### src/rtl/pstate_pkg.sv
package pstate_pkg;

    localparam int PS_W = 2;

    typedef enum logic [PS_W-1:0] {
        PS_NORMAL  = 2'd0,
        PS_EXCEPT  = 2'd1,
        PS_STOPPED = 2'd2,
        PS_HALTED  = 2'd3
    } pstate_e;

    typedef struct packed {
        logic fault;
        logic irq;
        logic stop;
        logic exreq;
        logic done;
    } ps_evt_t;

    function automatic logic bus_active(pstate_e s);
        return (s == PS_NORMAL) || (s == PS_EXCEPT);
    endfunction

    function automatic logic may_save(pstate_e s);
        return (s == PS_NORMAL) || (s == PS_STOPPED);
    endfunction

endpackage

### src/rtl/ps_event_gather.sv
module ps_event_gather
    import pstate_pkg::*;
(
    input  logic    irq_pend,
    input  logic    stop_instr,
    input  logic    exc_req,
    input  logic    access_err,
    input  logic    address_err,
    input  logic    exc_done,
    output ps_evt_t evt
);
    always_comb begin
        evt.fault = access_err | address_err;
        evt.irq   = irq_pend;
        evt.stop  = stop_instr;
        evt.exreq = exc_req;
        evt.done  = exc_done;
    end
endmodule

### src/rtl/ps_next_state.sv
module ps_next_state
    import pstate_pkg::*;
(
    input  pstate_e cur,
    input  ps_evt_t evt,
    output pstate_e nxt,
    output logic    save_d
);
    always_comb begin
        nxt = cur;
        unique case (cur)
            PS_NORMAL: begin
                if (evt.fault || evt.exreq || evt.irq) nxt = PS_EXCEPT;
                else if (evt.stop)                      nxt = PS_STOPPED;
            end
            PS_EXCEPT: begin
                if (evt.fault)     nxt = PS_HALTED;
                else if (evt.done) nxt = PS_NORMAL;
            end
            PS_STOPPED: begin
                if (evt.irq) nxt = PS_EXCEPT;
            end
            PS_HALTED: nxt = PS_HALTED;
            default:   nxt = PS_HALTED;
        endcase
        save_d = (nxt == PS_EXCEPT) && may_save(cur);
    end
endmodule

### src/rtl/ps_out_decode.sv
module ps_out_decode
    import pstate_pkg::*;
(
    input  pstate_e         cur,
    output logic [PS_W-1:0] state_o,
    output logic            bus_en,
    output logic            halted
);
    always_comb begin
        state_o = cur;
        bus_en  = bus_active(cur);
        halted  = (cur == PS_HALTED);
    end
endmodule

### src/rtl/proc_state_ctrl.sv
module proc_state_ctrl
    import pstate_pkg::*;
(
    input  logic            clk,
    input  logic            rst,
    input  logic            irq_pend,
    input  logic            stop_instr,
    input  logic            exc_req,
    input  logic            access_err,
    input  logic            address_err,
    input  logic            exc_done,
    output logic [PS_W-1:0] state_o,
    output logic            bus_en,
    output logic            halted,
    output logic            save_ctx
);
    pstate_e cur_q;
    pstate_e nxt;
    ps_evt_t evt;
    logic    save_d;

    ps_event_gather u_gather (
        .irq_pend    (irq_pend),
        .stop_instr  (stop_instr),
        .exc_req     (exc_req),
        .access_err  (access_err),
        .address_err (address_err),
        .exc_done    (exc_done),
        .evt         (evt)
    );

    ps_next_state u_next (
        .cur    (cur_q),
        .evt    (evt),
        .nxt    (nxt),
        .save_d (save_d)
    );

    always_ff @(posedge clk) begin
        if (rst) begin
            cur_q    <= PS_EXCEPT;
            save_ctx <= 1'b0;
        end else begin
            cur_q    <= nxt;
            save_ctx <= save_d;
        end
    end

    ps_out_decode u_out (
        .cur     (cur_q),
        .state_o (state_o),
        .bus_en  (bus_en),
        .halted  (halted)
    );
endmodule

### config.mk
export PLATFORM = sky130hd
export DESIGN_NAME = proc_state_ctrl
export DESIGN_NICKNAME = d
export VERILOG_FILES = /design/src/rtl/pstate_pkg.sv /design/src/rtl/ps_event_gather.sv /design/src/rtl/ps_next_state.sv /design/src/rtl/ps_out_decode.sv /design/src/rtl/proc_state_ctrl.sv
export SDC_FILE = /design/constraint.sdc
export NUM_CORES = 1
export LEC_CHECK = 0
export CORE_AREA = 10 10 47 49
export CTS_CLUSTER_DIAMETER = 200
export DETAILED_ROUTE_END_ITERATION = 10
export DIE_AREA = 0 0 57 59
export GPL_TIMING_DRIVEN = 0
export SLEW_MARGIN = 20
export SYNTH_ARGS = -nofsm -noshare
export SYNTH_HDL_FRONTEND = slang
export SYNTH_SLANG_ARGS = --single-unit
### constraint.sdc
create_clock -name clk -period 3.1 [get_ports clk]
set_input_delay 0.93 -clock clk [delete_from_list [all_inputs] [get_ports clk]]
set_output_delay 0.93 -clock clk [all_outputs]
set_load 0.01 [all_outputs]
==> results of run 1 <==
==> area by class of cell <==
| type | instances | area [sq um] | share of cell area [%] |
|---|---|---|---|
| Timing Repair Buffer | 12 | 120 | 37.1 |
| Multi-Input combinational cell | 15 | 93.8 | 29.0 |
| Sequential cell | 3 | 60.1 | 18.5 |
| Clock buffer | 4 | 26.3 | 8.11 |
| Tap cell | 16 | 20.0 | 6.18 |
| Inverter | 1 | 3.75 | 1.16 |
==> power groups by stage <==
stage,Sequential (mW),Clock [mW],Combinational (mW)
6_report,0.0437,0.0655,0.0280
5_1_grt,0.0444,0.0723,0.0304
4_1_cts,0.0437,0.0674,0.0285
3_5_place_dp,0.0443,0,0.0284
3_3_place_gp,0.0443,0,0.0282
2_1_floorplan,0.0446,0,0.00734
==> critical path: stages, from the launching register on <==
cell	delay (ps)
dfxtp_1	440
and2_1	160
clkdlybuf4s50_1	530
==> cells by family after synthesis <==
logic type             Yosys count  share of synthesized area, %
buffers and inverters            1                          2.38
flip-flops                       3                          38.1
AO/OA/AOI/OAI                    4                          13.5
AND/OR/NAND/NOR                 11                          46.0
==> registers in the layout (all words and copies together), names as in the netlist <==
name	flops
cur_q	2
save_ctx	1
==> metal layers <==
| metal | vias to the layer above | share of wire, % | wire length [um] | track usage, % |
|---|---|---|---|---|
| li1 | 100 | - | - | - |
| met1 | 83 | 32 | 165 | 2.38 |
| met2 | 7 | 54 | 275 | 5.58 |
| met3 | 0 | 14 | 71 | 1.93 |
| met4 | 0 | 0 | 0 | 3.02 |
| met5 | - | 0 | 0 | 0 |
==> worst min-delay path by stage <==
stage | start | to | slack, ps | depth (start not counted)
after floorplan | cur_q[0]$_SDFF_PP1_ | cur_q[1]$_SDFF_PP0_ | 560 | 2
after global placement | cur_q[1]$_SDFF_PP0_ | save_ctx$_SDFF_PP0_ | 570 | 2
after detailed placement | cur_q[0]$_SDFF_PP1_ | cur_q[1]$_SDFF_PP0_ | 580 | 2
after CTS | cur_q[0]$_SDFF_PP1_ | cur_q[1]$_SDFF_PP0_ | 580 | 2
after global routing | cur_q[1]$_SDFF_PP0_ | save_ctx$_SDFF_PP0_ | 630 | 2
final | cur_q[0]$_SDFF_PP1_ | cur_q[1]$_SDFF_PP0_ | 570 | 2
==> cells in the mapped netlist (all sizes together) <==
master / number
and2: 1
nand3: 1
or3: 1
a21oi: 3
dfxtp: 3
nor2: 2
nor3: 2
nand2: 1
inv: 1
a31oi: 1
nor4: 1
nand2b: 2
==> through the flow <==
step / std cells / cell area, sq um
floorplan: 19 / 158
global placement: 47 / 298
detailed placement: 47 / 298
CTS: 51 / 324
global route: 51 / 324
finish: 51 / 324
==> run metrics, run 1 <==
reg2reg start cur_q[1]$_SDFF_PP0_; GR Util All Layers 3.20%; die height 59 um; initial core utilization roughly 11%; CP Launch Type flip-flop; sequential share of power between 30% and 40%; Gate power share 20.4%; library cells used by synthesis 12; initial antenna violation count 0; worst skew pair latency 220 ps; Pwr Total 0.137 mW; row cnt 14; Net Sw Frac 22.1%; R2R setup slack 1940 ps; largest area contributor in the netlist dfxtp_1; Root Buffer clkbuf_4; Final Net Count 44; maximum buffer depth of the clock tree 2; Setup CP Type reg2out; DR vias 190; R2R cell count 3; clk sink count 3; largest net degree at the start of global routing 9; CP Data Required Time roughly 2200 ps; worst slew pin tran 277 ps; post-synth top area share 38.1%; HPWL Detailed 439 um; register area share after synthesis 38.1%; post-layout util 23.1%; Routed WL between 500 and 600 um; setup TNS 0 ps; critical path arrival 1360 ps; clock share of power 47.7%; Mapped Nets 27; Synth-to-Final Area Change 106%; final setup fails 0; Reg-to-Reg End cur_q[0]$_SDFF_PP1_; maxcap violations 0; synthesized flop and latch total 3; crit path to halted; Clock Skews 1.25 ps; post-CTS sizing 0; Mapped Area 158 sq um; Die W about 57 um; Internal between 0.1 and 0.15 mW; Crit. End Element primary output; power per standard cell area 423 nW/um^2; IO Pins 13; Core Area around 1400 sq um; router iterations before antenna repair 2; Diodes inserted 0; Peak VDD IR around 60 uV; final count of hold timing violations 0; H-tree levels 1; Rel. slew slack 81.4%; TritonCTS clock tree done; Gate Count Post-Synth 19; CP Max Fanout 8; fillers 163; Final min period 2290 ps; Slew Viols, Final 0; layout cells sized above 1 approximately 11%; leading cell type in the layout, fill and taps excluded clkdlybuf4s50_1; vias in the first global route 218; Final WS setup 811 ps; remaining global-route overflow 0; CTS buffer count 3; status completed; leak pwr 0.117 nW; Max Fclk 437 MHz; dpl ws around 820 ps; most frequent cells in the layout clkdlybuf4s50_1, a21oi_1, clkbuf_4, dfxtp_1; post-CTS setup buffers 0; Routed Antenna Nets 0; top post-synthesis cells by area dfxtp_1, nor4_4, a21oi_1, nand2b_1, nor3_1; Starting DRT DRC Count 1; Yosys warning count 0; Wirelength per Cell around 10 um; HP Class reg2reg; sw power 0.0303 mW; die area 3360 sq um; worst hold slack 574 ps; Hold Buf Count CTS 0; first-pass GRT wire length ~850 um; Final Cycle Share around three quarters; drt drc 0; Mapped Avg Cell Area 8.30 sq um; CTS clk-pin slew, worst paths 30 ps; Worst Setup SP cur_q[1]$_SDFF_PP0_; Routability Congestion 0.719; vias per cell about 3.7; RSZ-0062 raised after global routing false; Port Buffers 12
Power figures use the tool's default switching activity.
==> inputs of run 2 (changes only) <==
clock period = 2 ns   (was 3.1 ns; I/O delays follow)
==> run metrics, run 2 (synthesis results as in run 1) <==
status completed; row cnt 14 (unchanged); Rel. slew slack 81.4% (about the same); vias per cell 3.73 (unchanged); maxcap violations 0 (unchanged); Setup CP Type reg2out; Crit path max-delay family buffers and inverters; buffers and inverters on the worst path 1 (unchanged); layout cells sized above 1 17.1% (+5.7 points); largest net degree at the start of global routing 9 (unchanged); Max stage delay cell, worst path clkdlybuf4s50_1; H-tree levels 1 (unchanged); Wirelength per Cell 10.0 um (-0.20%); WHS Path Cells 2 (unchanged); Routed Antenna Nets 0 (unchanged); CTS buffer count 3 (unchanged); TritonCTS clock tree done; Clock Skews 1.52 ps (+0.272 ps); setup TNS 0 ps (unchanged); Synth-to-Final Area Change 107%; first-pass GRT wire length 848 um (unchanged); GR Util All Layers 3.20% (unchanged); CTS clk-pin slew, worst paths 30 ps (about the same); fillers 163 (unchanged); RSZ-0062 raised after global routing false; leak pwr 0.117 nW (-0.30%); Sequential Area 62.6 sq um (+4.2%); Hold Buf Count CTS 0 (unchanged); Max Fclk ~530 MHz; Largest register FFs 2 (unchanged); worst slew pin tran 276 ps (-0.884 ps); initial antenna violation count 0 (unchanged); Peak VDD IR 90.8 uV (+55%); area of the multi-input gates 93.8 sq um (unchanged); Final Net Count 44 (unchanged); HPWL Detailed 439 um (unchanged); post-CTS setup buffers 0 (unchanged); HP Class reg2reg; DR vias 190 (unchanged); final setup fails 0 (unchanged); post-CTS sizing 0 (unchanged); dpl ws 46.9 ps (-770 ps); Crit. End Element primary output; Largest Register cur_q; R2R cell count 3 (unchanged); Slew Viols, Final 0 (unchanged); die height 59 um (unchanged); clk sink count 3 (unchanged); Die W 57 um (unchanged); vias in the first global route 218 (unchanged); worst hold slack 535 ps (-39.0 ps); final count of hold timing violations 0 (unchanged); drt drc 0 (unchanged); IO Pins 13 (unchanged); router iterations before antenna repair 2 (unchanged); Root Buffer clkbuf_4; Final WS setup 126 ps (-685 ps); critical path arrival 1270 ps (-90 ps); Final min period approximately 1900 ps; Core Area 1400 sq um (unchanged); Routed WL 511 um (-0.20%); Max stage delay on crit path 530 ps (about the same); leading cell type in the layout, fill and taps excluded clkdlybuf4s50_1; Top Registers cur_q (2), save_ctx (1); worst skew pair latency 220 ps (about the same); remaining global-route overflow 0 (unchanged); most frequent cells in the layout clkdlybuf4s50_1, a21oi_1, clkbuf_4; CP Data Required Time 1400 ps (-770 ps); die area 3360 sq um (unchanged); CP Launch Type flip-flop; CP Cell Sequence and2_1, clkdlybuf4s50_1; post-layout util 23.3% (+0.18 points); Pwr Total 0.213 mW (+55%); critical path depth in cells 2 (unchanged); Starting DRT DRC Count 1 (unchanged); Final Cycle Share a little over nine tenths; initial core utilization 11.2% (unchanged); Port Buffers 12 (unchanged); power per standard cell area 653 nW/um^2 (+54%); CP Max Fanout 8 (unchanged); maximum buffer depth of the clock tree 2 (unchanged); Diodes inserted 0 (unchanged); Routability Congestion 0.719 (unchanged)
run 2: cell count changes in the layout (fill, tap and decap cells not counted):
cell / previous run / this run
dfxtp_2: 0 / 2
dfxtp_1: 3 / 1
run 2: cell type report:
class | count | area share, %
clock buffer | 4 | 8.05
inverter | 1 | 1.15
multi-input combinational | 15 | 28.7
sequential | 3 | 19.2
tap | 16 | 6.13
timing repair buffer | 12 | 36.8
run 2: worst min-delay path: stages, from the launching register on:
cell	delay [ps]
dfxtp_2	340
nand2b_1	70
a31oi_1	80
run 2: per-stage QoR:
stage	area, sq um	instances
2_1_floorplan	158	19
3_3_place_gp	298	47
3_5_place_dp	298	47
4_1_cts	324	51
5_1_grt	327	51
6_report	327	51
run 2: path summary, 6_finish.rpt:
| path | endpoint | slack, ps | start |
|---|---|---|---|
| max | halted | 130 | cur_q[1]$_SDFF_PP0_ |
| min | cur_q[1]$_SDFF_PP0_ | 530 | cur_q[0]$_SDFF_PP1_ |
| max reg2reg | cur_q[0]$_SDFF_PP1_ | 880 | cur_q[1]$_SDFF_PP0_ |
| min reg2reg | cur_q[1]$_SDFF_PP0_ | 530 | cur_q[0]$_SDFF_PP1_ |
run 2: power by group:
part	total (mW)	internal [mW]	switching, mW
clock	0.101	0.0745	0.0269
sequential	0.0683	0.0637	0.00457
combinational	0.0435	0.0281	0.0154
run 2: metal layers:
metal / global-route usage [%] / up-vias / part of all wire (%)
met4: 3.02 / 0 / 0
met1: 2.38 / 83 / 32
met2: 5.58 / 7 / 54
li1: - / 100 / -
met3: 1.93 / 0 / 14
met5: 0 / - / 0
